==> src/rtl/pwk_pkg.sv <==
package pwk_pkg;
  typedef enum logic [1:0] {
    MODE_LEVEL = 2'b00,
    MODE_READ  = 2'b01,
    MODE_WRITE = 2'b10,
    MODE_RSVD  = 2'b11
  } wake_mode_e;

  localparam int          ADDR_W    = 2;
  localparam logic [1:0]  ADDR_PORT = 2'd0;
  localparam logic [1:0]  ADDR_DIR  = 2'd1;
  localparam logic [1:0]  ADDR_ENA  = 2'd2;
  localparam logic [1:0]  ADDR_STAT = 2'd3;
endpackage

==> src/rtl/pwk_sync.sv <==
module pwk_sync #(
  parameter int          W      = 8,
  parameter int          STAGES = 2,
  parameter logic        RST_VAL = 1'b1
) (
  input  logic         clk,
  input  logic         rst,
  input  logic [W-1:0] d_i,
  output logic [W-1:0] q_o
);
  logic [W-1:0] stage_q [STAGES];

  always_ff @(posedge clk) begin
    if (rst) begin
      for (int i = 0; i < STAGES; i++) stage_q[i] <= {W{RST_VAL}};
    end else begin
      stage_q[0] <= d_i;
      for (int i = 1; i < STAGES; i++) stage_q[i] <= stage_q[i-1];
    end
  end

  assign q_o = stage_q[STAGES-1];
endmodule

==> src/rtl/pwk_regs.sv <==
module pwk_regs
  import pwk_pkg::*;
#(
  parameter int PINS = 8
) (
  input  logic              clk,
  input  logic              rst,
  input  logic              rd_i,
  input  logic              wr_i,
  input  logic [ADDR_W-1:0] addr_i,
  input  logic [PINS-1:0]   wdata_i,
  input  logic [PINS-1:0]   pins_i,
  output logic [PINS-1:0]   en_o,
  output logic [PINS-1:0]   dir_o,
  output logic [PINS-1:0]   ref_o,
  output wake_mode_e        mode_o,
  output logic [PINS-1:0]   rdata_o
);
  localparam int PAD = PINS - 2;

  logic [PINS-1:0] en_q, dir_q, ref_q, ref_d;
  wake_mode_e      mode_q;
  logic            port_rd, port_wr, any_en, stat_clr;

  assign port_rd  = rd_i && (addr_i == ADDR_PORT);
  assign port_wr  = wr_i && (addr_i == ADDR_PORT);
  assign any_en   = |en_q;
  assign stat_clr = wr_i && (addr_i == ADDR_STAT) && (wdata_i[1:0] == 2'b00);

  genvar g;
  generate
    for (g = 0; g < PINS; g++) begin : g_ref
      assign ref_d[g] = !en_q[g] ? ref_q[g] :
                        port_wr  ? wdata_i[g] :
                        port_rd  ? pins_i[g] : ref_q[g];
    end
  endgenerate

  always_ff @(posedge clk) begin
    if (rst) begin
      en_q   <= '0;
      dir_q  <= '1;
      ref_q  <= '0;
      mode_q <= MODE_LEVEL;
    end else begin
      ref_q <= ref_d;
      if (wr_i && addr_i == ADDR_ENA) en_q  <= wdata_i;
      if (wr_i && addr_i == ADDR_DIR) dir_q <= wdata_i;
      if (any_en && port_wr)      mode_q <= MODE_WRITE;
      else if (any_en && port_rd) mode_q <= MODE_READ;
      else if (stat_clr)          mode_q <= MODE_LEVEL;
    end
  end

  always_ff @(posedge clk) begin
    if (rst) begin
      rdata_o <= '0;
    end else if (rd_i) begin
      case (addr_i)
        ADDR_PORT: rdata_o <= pins_i;
        ADDR_DIR:  rdata_o <= dir_q;
        ADDR_ENA:  rdata_o <= en_q;
        default:   rdata_o <= {{PAD{1'b0}}, mode_q};
      endcase
    end
  end

  assign en_o   = en_q;
  assign dir_o  = dir_q;
  assign ref_o  = ref_q;
  assign mode_o = mode_q;


  wr_mode_chk: assert property (@(posedge clk) disable iff (rst)
    (port_wr && any_en) |=> (mode_q == MODE_WRITE));

  rd_mode_chk: assert property (@(posedge clk) disable iff (rst)
    (port_rd && !port_wr && any_en) |=> (mode_q == MODE_READ));

  idle_ref_chk: assert property (@(posedge clk) disable iff (rst)
    (!any_en) |=> $stable(ref_q));

  keep_ref_chk: assert property (@(posedge clk) disable iff (rst)
    1'b1 |=> (((ref_q ^ $past(ref_q)) & ~$past(en_q)) == '0));

  stat_ign_chk: assert property (@(posedge clk) disable iff (rst)
    (wr_i && addr_i == ADDR_STAT && wdata_i[1:0] != 2'b00) |=> $stable(mode_q));
endmodule

==> src/rtl/pwk_match.sv <==
module pwk_match
  import pwk_pkg::*;
#(
  parameter int PINS = 8
) (
  input  logic [PINS-1:0] pins_i,
  input  logic [PINS-1:0] en_i,
  input  logic [PINS-1:0] dir_i,
  input  logic [PINS-1:0] ref_i,
  input  wake_mode_e      mode_i,
  output logic            any_o
);
  logic [PINS-1:0] miss;
  logic            level_rule;

  assign level_rule = (mode_i == MODE_LEVEL);

  genvar g;
  generate
    for (g = 0; g < PINS; g++) begin : g_pin
      assign miss[g] = en_i[g] & dir_i[g] &
                       (level_rule ? ~pins_i[g] : (pins_i[g] ^ ref_i[g]));
    end
  endgenerate

  assign any_o = |miss;
endmodule

==> src/rtl/pwk_pulse.sv <==
module pwk_pulse (
  input  logic clk,
  input  logic rst,
  input  logic stop_i,
  input  logic hit_i,
  output logic wake_o
);
  logic armed_q, wake_q, fire;

  assign fire = stop_i & hit_i;

  always_ff @(posedge clk) begin
    if (rst) begin
      armed_q <= 1'b0;
      wake_q  <= 1'b0;
    end else begin
      armed_q <= fire;
      wake_q  <= fire & ~armed_q;
    end
  end

  assign wake_o = wake_q;


  one_cycle_chk: assert property (@(posedge clk) disable iff (rst)
    wake_q |=> !wake_q);

  stop_only_chk: assert property (@(posedge clk) disable iff (rst)
    wake_q |-> $past(stop_i));
endmodule

==> src/rtl/portwake_top.sv <==
module portwake_top
  import pwk_pkg::*;
#(
  parameter int PINS        = 8,
  parameter int SYNC_STAGES = 2
) (
  input  logic              clk,
  input  logic              rst,
  input  logic              bus_rd,
  input  logic              bus_wr,
  input  logic [1:0]        bus_addr,
  input  logic [PINS-1:0]   bus_wdata,
  output logic [PINS-1:0]   bus_rdata,
  input  logic [PINS-1:0]   pin_in,
  input  logic              stop_mode,
  output logic              wake_pulse
);
  logic [PINS-1:0] pins_s, en, dir, refv;
  wake_mode_e      mode;
  logic            hit;

  pwk_sync #(.W(PINS), .STAGES(SYNC_STAGES), .RST_VAL(1'b1)) u_sync (
    .clk(clk), .rst(rst), .d_i(pin_in), .q_o(pins_s)
  );

  pwk_regs #(.PINS(PINS)) u_regs (
    .clk(clk), .rst(rst), .rd_i(bus_rd), .wr_i(bus_wr), .addr_i(bus_addr),
    .wdata_i(bus_wdata), .pins_i(pins_s), .en_o(en), .dir_o(dir),
    .ref_o(refv), .mode_o(mode), .rdata_o(bus_rdata)
  );

  pwk_match #(.PINS(PINS)) u_match (
    .pins_i(pins_s), .en_i(en), .dir_i(dir), .ref_i(refv),
    .mode_i(mode), .any_o(hit)
  );

  pwk_pulse u_pulse (
    .clk(clk), .rst(rst), .stop_i(stop_mode), .hit_i(hit), .wake_o(wake_pulse)
  );
endmodule

==> config.mk <==
export PLATFORM = sky130hd
export DESIGN_NAME = portwake_top
export DESIGN_NICKNAME = d
export VERILOG_FILES = /design/src/rtl/pwk_pkg.sv /design/src/rtl/pwk_sync.sv /design/src/rtl/pwk_regs.sv /design/src/rtl/pwk_match.sv /design/src/rtl/pwk_pulse.sv /design/src/rtl/portwake_top.sv
export SDC_FILE = /design/constraint.sdc
export NUM_CORES = 1
export LEC_CHECK = 0
export CAP_MARGIN = 40
export CORE_MARGIN = 3
export CORE_UTILIZATION = 40
export CTS_CLUSTER_DIAMETER = 60
export DETAILED_ROUTE_END_ITERATION = 16
export SYNTH_ARGS = -nofsm -noshare
export SYNTH_HDL_FRONTEND = slang
export SYNTH_SLANG_ARGS = --single-unit
==> constraint.sdc <==
create_clock -name clk -period 1.7 [get_ports clk]
set_input_delay 0.34 -clock clk [delete_from_list [all_inputs] [get_ports clk]]
set_output_delay 0.34 -clock clk [all_outputs]
set_load 0.1 [all_outputs]
==> flow_summary.json, run 1 <==
{
  "status": "complete, no violations",
  "crit_top_cell": "buf_4",
  "clkSinkCount": 52,
  "relSlewSlack_pct": 71.4,
  "cts_setup_buffers": 0,
  "arrival_ps": 1780,
  "ys_top_cells_by_area": "dfxtp_1, mux2i_1, a21oi_1",
  "path_buf_inv": 3,
  "antenna_found_initial": 0,
  "synth_top_area_share_pct": 45.7,
  "power_leakage_nw": 1.14,
  "met1_length_um": 2500,
  "wl_met2_um": 2250,
  "async_flop_share_pct": 0,
  "crit_path_end_kind": "flop",
  "grt_max_degree": 52,
  "fin_skew_ps": 7.56,
  "hold_path.class": "flop to flop",
  "slowest_delay_ps": 500,
  "gp_congestion": 0.785,
  "yosys-top-cells-count": "dfxtp_1, mux2i_1, a21oi_1, nor2_1",
  "diodes": 0,
  "wl_per_cell_um": 14.6,
  "timing.final.crit_share_pct": 92.6,
  "ys.flop_type": "dfxtp_1",
  "rsz0062_at_grt": "no",
  "cts_tree": "built",
  "cts_made_buffers": 5,
  "fill_cells": 464,
  "start_kind": "primary input",
  "grt_pass1_vias": 1738,
  "fmax_mhz": 635,
  "clk_latency_ps": 310,
  "grtUsageTotal_pct": 17.4,
  "synth-edff-count": 0,
  "cts_max_level": 2,
  "path_max_fanout": 6,
  "power_density_nw_per_um2": 843,
  "setup_violations": 0,
  "stdcell_area_um2": 3000,
  "start_util_pct": 42.9,
  "synthCells": 235,
  "root_buffer": "clkbuf_8",
  "totalWireLength_um": 5150,
  "yosys_warnings": 0,
  "fin_nets": 304,
  "synth_nets": 258,
  "core_um2": 5300,
  "drt_iter0_drc": 114,
  "routed.top_layer": "met4",
  "die-area_um2": 6630,
  "drv_slew": 0,
  "final_hold_viol_count": 0,
  "setup_tns_ps": 0,
  "max_slew.worst_pin.slew_ps": 425,
  "yosys.area.top_type": "dfxtp_1",
  "die_h_um": 81.5,
  "synth.avg_cell_area_um2": 9.69,
  "grt_pass1_wl_um": 8630,
  "fin_crit_ps": 1570,
  "place_area_um2": 2900,
  "worst_ep_required_time_ps": 1910,
  "yosysMostFrequentCell": "dfxtp_1",
  "ant_nets": 0,
  "ir_drop_mv": 0.512,
  "slowest_stage": "clkdlybuf4s50_1",
  "yosys.cell_types.count": 31,
  "port_buffers": 31,
  "drive_gt1_share_pct": 22.3,
  "ios": 32,
  "synth_area_um2": 2280,
  "syn_to_final_growth_pct": 31.9,
  "cpLargestDelayFamily": "buffers and inverters",
  "crit_path_cell_trace": "clkdlybuf4s50_1, nand2_1, buf_4, nor2_2, buf_4, nor2b_1, a211o_1",
  "grt_overflow": 0,
  "wl_met3_um": 324,
  "ys_seq_elements": 52,
  "std_cell_rows": 26,
  "critPathKind": "primary input to flop",
  "via_per_inst": 5.19,
  "clk_pin_slew_ps": 100,
  "synth-seq-area-share_pct": 45.7,
  "drt_first_pass_iters": 4,
  "dp_hpwl_um": 3690,
  "cts.path.max_buffers": 2,
  "timing.max_cap.violations": 0,
  "die_x_um": 81.5,
  "vias": 1828,
  "drc": 0
}
[power breakdown]
group	switching (mW)	leakage, nW	internal, mW
Sequential	0.0525	0.428	1.27
Combinational	0.247	0.659	0.225
Clock	0.434	0.0491	0.303
Total	0.733	1.14	1.80
[layout make-up]
cell class	instances	area (µm²)	area share, %
Multi-Input combinational cell	165	1160	38.6
Tap cell	70	87.6	2.92
Sequential cell	52	1040	34.7
Timing Repair Buffer	56	613	20.4
Clock inverter	3	26.3	0.875
Clock buffer	5	68.8	2.29
Inverter	1	3.75	0.125
[placed cells by master, fill, tap and decap left out, drive strengths merged]
cell type and instances:
and2 2, clkinv 1, or4b 1, a32oi 1, a311oi 8, nor3 1
clkbuf 5, a2111o 1, mux2i 24, nand2b 1, buf 34, xor2 2
dfxtp 52, or2 16, o21bai 8, nand3b 6, a221oi 1, nand2 9
mux4 2, nor2b 9, nor3b 1, nand3 12, inv 3, a21oi 21
nor2 19, a211oi 8, nor4 2, a211o 8, clkdlybuf4s50 22, a2111oi 2
[through the flow]
step / worst slack [ps] / power, mW / cells / hold WS (ps) / utilization (%)
3_3_place_gp: -197 / 1.82 / 344 / 382 / 54.6
2_1_floorplan: 322 / 1.61 / 235 / 375 / -
6_report: 126 / 2.53 / 352 / 403 / 56.6
3_5_place_dp: -196 / 1.82 / 344 / 388 / 54.6
4_1_cts: 17.9 / 2.57 / 352 / 411 / 56.5
5_1_grt: 18.6 / 2.66 / 352 / 430 / 56.6
[flip-flops by register name (all words and copies together) (netlist names)]
| signal | cells |
|---|---|
| u_regs.mode_o | 2 |
| u_regs.dir_o | 8 |
| u_pulse.armed_q | 1 |
| u_pulse.wake_o | 1 |
| u_sync.stage_q | 16 |
| u_regs.rdata_o | 8 |
| u_regs.en_o | 8 |
| u_regs.ref_o | 8 |
[logic make-up after synthesis]
kind of cell / synth area share, %
and+or+nand+nor: 19.0
DFF: 45.7
xor gates and xnor gates: 0.769
buffers and inverters: 3.79
muxes: 12.5
AOI/OAI and AO/OA: 18.2
[routing by layer]
metal	global-route usage (%)	vias to the layer above
met1	23.9	827
met3	4.28	8
met5	0	-
met2	26.5	49
met4	6.25	0
li1	-	944
[repair_timing]
action / in CTS / in global routing
endpoints found under the setup margin: 2 / 2
cloned: 0 / 0
hold buffers: 0 / 0
resized for setup: 2 / 2
endpoints found under the hold margin: 0 / 0
[final timing paths]
check                                 from                      endpoint  slack, ps  cells past startpoint
max reg2reg  u_regs.mode_o[0]$_SDFFE_PP0P_     u_pulse.wake_o$_SDFF_PP0_        130                      5
min reg2reg     u_pulse.armed_q$_SDFF_PP0_     u_pulse.wake_o$_SDFF_PP0_        400                      1
min             u_pulse.armed_q$_SDFF_PP0_     u_pulse.wake_o$_SDFF_PP0_        400                      1
max                                 bus_wr  u_regs.dir_o[3]$_SDFFE_PP1P_        130                      7
(Power assumes the default switching activity.)
==> run 2: changes to the inputs <==
- CTS_CLUSTER_SIZE: unset -> 25
==> results of run 2 <==
Final layout, timing and power as in run 1 (identical DEF).
==> run 3: changes to the inputs <==
- CORE_MARGIN: 3 -> 5
- GPL_ROUTABILITY_DRIVEN: unset -> 0
==> flow_summary.json, run 3 (synthesis gave the netlist of run 1 again) <==
{
  "status": "complete, no violations",
  "die-area_um2": 7300,
  "drive_gt1_share_pct": 21.8,
  "p_seq_share_pct": 50.2,
  "grt_util_met1_pct": 21.4,
  "top_register": "u_sync.stage_q",
  "fmax_mhz": 640,
  "dp_hpwl_um": 3860,
  "fin_nets": 306,
  "stdcell_area_um2": 3050,
  "diodes": 0,
  "final_cell_mix": "dfxtp_1, mux2i_1, buf_4, clkdlybuf4s50_1, a21oi_1",
  "final_hold_viol_count": 0,
  "grt_pass1_wl_um": 8940,
  "totalWireLength_um": 5340,
  "fill_cells": 508,
  "port_buffers": 31,
  "grt_overflow": 0,
  "multi_input_area_um2": 1150,
  "largest_reg_flops": 16,
  "max_slew.worst_pin.slew_ps": 487,
  "worst_ep_required_time_ps": 1870,
  "die_h_um": 85.5,
  "critPathKind": "flop to flop",
  "arrival_ps": 1740,
  "r2r_start": "u_regs.mode_o[0]$_SDFFE_PP0P_",
  "std_cell_rows": 27,
  "power_density_nw_per_um2": 865,
  "grt_max_degree": 52,
  "ir_drop_mv": 0.552,
  "min_from": "u_pulse.armed_q$_SDFF_PP0_",
  "drt_first_pass_iters": 4,
  "power_leakage_nw": 1.16,
  "netSwitchingPower_mw": 0.696,
  "cts.path.max_buffers": 2,
  "grt_pass1_vias": 1819,
  "r2r_slack_ps": 140,
  "busiest_layer": "met2",
  "clk_pin_slew_ps": 90,
  "die_x_um": 85.5,
  "cts_max_level": 2,
  "relSlewSlack_pct": 67.2,
  "timing.final.crit_share_pct": 91.9,
  "p_sw_share_pct": 26.4,
  "clkSinkCount": 52,
  "gr-usage-met2_pct": 23.4,
  "fin_skew_ps": 10.5,
  "clk_latency_ps": 300,
  "gr-usage-met3_pct": 3.79,
  "wl_per_cell_um": 15.0,
  "core_um2": 5510,
  "pwr-share-comb_pct": 18.3,
  "timing.max_cap.violations": 0,
  "internal_power_mw": 1.94,
  "cts-hold-fix-buffers": 0,
  "antenna_found_initial": 0,
  "cts_made_buffers": 5,
  "place_area_um2": 2940,
  "crit_path_end_kind": "flop",
  "seq_area_um2": 1040,
  "reg2reg_depth": 5,
  "hold_path.class": "flop to flop",
  "hold_depth": 1,
  "drc": 0,
  "fin_crit_ps": 1560,
  "drv_slew": 0,
  "rsz0062_at_grt": "no",
  "setup_violations": 0,
  "cts_setup_buffers": 0,
  "final_common_cell": "dfxtp_1",
  "path_max_fanout": 7,
  "syn_to_final_growth_pct": 33.8,
  "clkPwrFrac_pct": 31.6,
  "ant_nets": 0,
  "r2r-end": "u_pulse.wake_o$_SDFF_PP0_",
  "whs_endpoint": "u_pulse.wake_o$_SDFF_PP0_",
  "cts_tree": "built",
  "vias": 1852,
  "grtUsageTotal_pct": 15.5,
  "start_util_pct": 41.4,
  "drt_iter0_drc": 165,
  "ios": 32,
  "via_per_inst": 5.20,
  "start_kind": "flop",
  "root_buffer": "clkbuf_8",
  "finalPower_mw": 2.64
}
==> run 3: changes by cell type in the layout (fill, tap and decap cells not counted), sizes merged <==
cell    before  now
bufinv       0    1
clkbuf       5    6
buf         34   36
inv          3    1
==> run 3: power groups by stage <==
stage | clock (mW) | combinational (mW) | sequential [mW]
floorplan | 0 | 0.182 | 1.43
detailed placement | 0 | 0.483 | 1.35
finish | 0.832 | 0.481 | 1.32
global placement | 0 | 0.480 | 1.35
global route | 0.907 | 0.513 | 1.33
CTS | 0.858 | 0.485 | 1.32
==> run 3: layer usage <==
layer | routed length, µm | vias up
met5 | 0 | -
met2 | 2370 | 38
li1 | - | 943
met4 | 96 | 0
met1 | 2610 | 860
met3 | 270 | 11
==> run 3: worst max-delay path by stage <==
stage / from / endpoint / depth (start not counted)
final: u_regs.mode_o[0]$_SDFFE_PP0P_ / u_pulse.wake_o$_SDFF_PP0_ / 5
after CTS: u_regs.mode_o[1]$_SDFFE_PP0P_ / u_pulse.wake_o$_SDFF_PP0_ / 5
after global placement: bus_addr[1] / u_regs.rdata_o[4]$_SDFFE_PP0P_ / 5
after floorplan: u_regs.mode_o[0]$_SDFFE_PP0P_ / u_pulse.wake_o$_SDFF_PP0_ / 5
after detailed placement: bus_addr[0] / u_regs.ref_o[4]$_SDFFE_PP0P_ / 6
after global routing: bus_addr[1] / u_regs.rdata_o[4]$_SDFFE_PP0P_ / 5
==> run 3: cell type report <==
| class | instances | area share [%] |
|---|---|---|
| flip-flops and latches | 52 | 34.2 |
| clock inverters | 2 | 1.15 |
| well taps | 72 | 2.96 |
| inverters | 1 | 0.123 |
| multi-input cells | 165 | 37.7 |
| repair buffers | 58 | 21.4 |
| clock buffers | 6 | 2.38 |
==> run 3: per-stage QoR <==
step | setup slack (ps) | instances | utilization (%) | TNS, ps | hold WS (ps)
4_1_cts | 28.4 | 356 | 55.3 | 0 | 391
5_1_grt | 47.5 | 356 | 55.4 | 0 | 406
3_3_place_gp | -162 | 348 | 53.4 | -3580 | 376
6_report | 138 | 356 | 55.4 | 0 | 386
3_5_place_dp | -150 | 348 | 53.4 | -3360 | 382
2_1_floorplan | 322 | 235 | - | 0 | 375
==> run 3: what timing repair did <==
item / 4_1_cts / 5_1_grt
gates cloned: 0 / 0
endpoints found under the setup margin: 1 / 2
endpoints found under the hold margin: 0 / 0
pin swaps: 0 / 0
resized for setup: 1 / 1
==> run 3: worst max-delay path, stage by stage, from the launching register on <==
cell	delay (ps)
dfxtp_2	450
buf_12	140
o21bai_1	80
xor2_1	140
a2111oi_1	500
a211oi_1	130
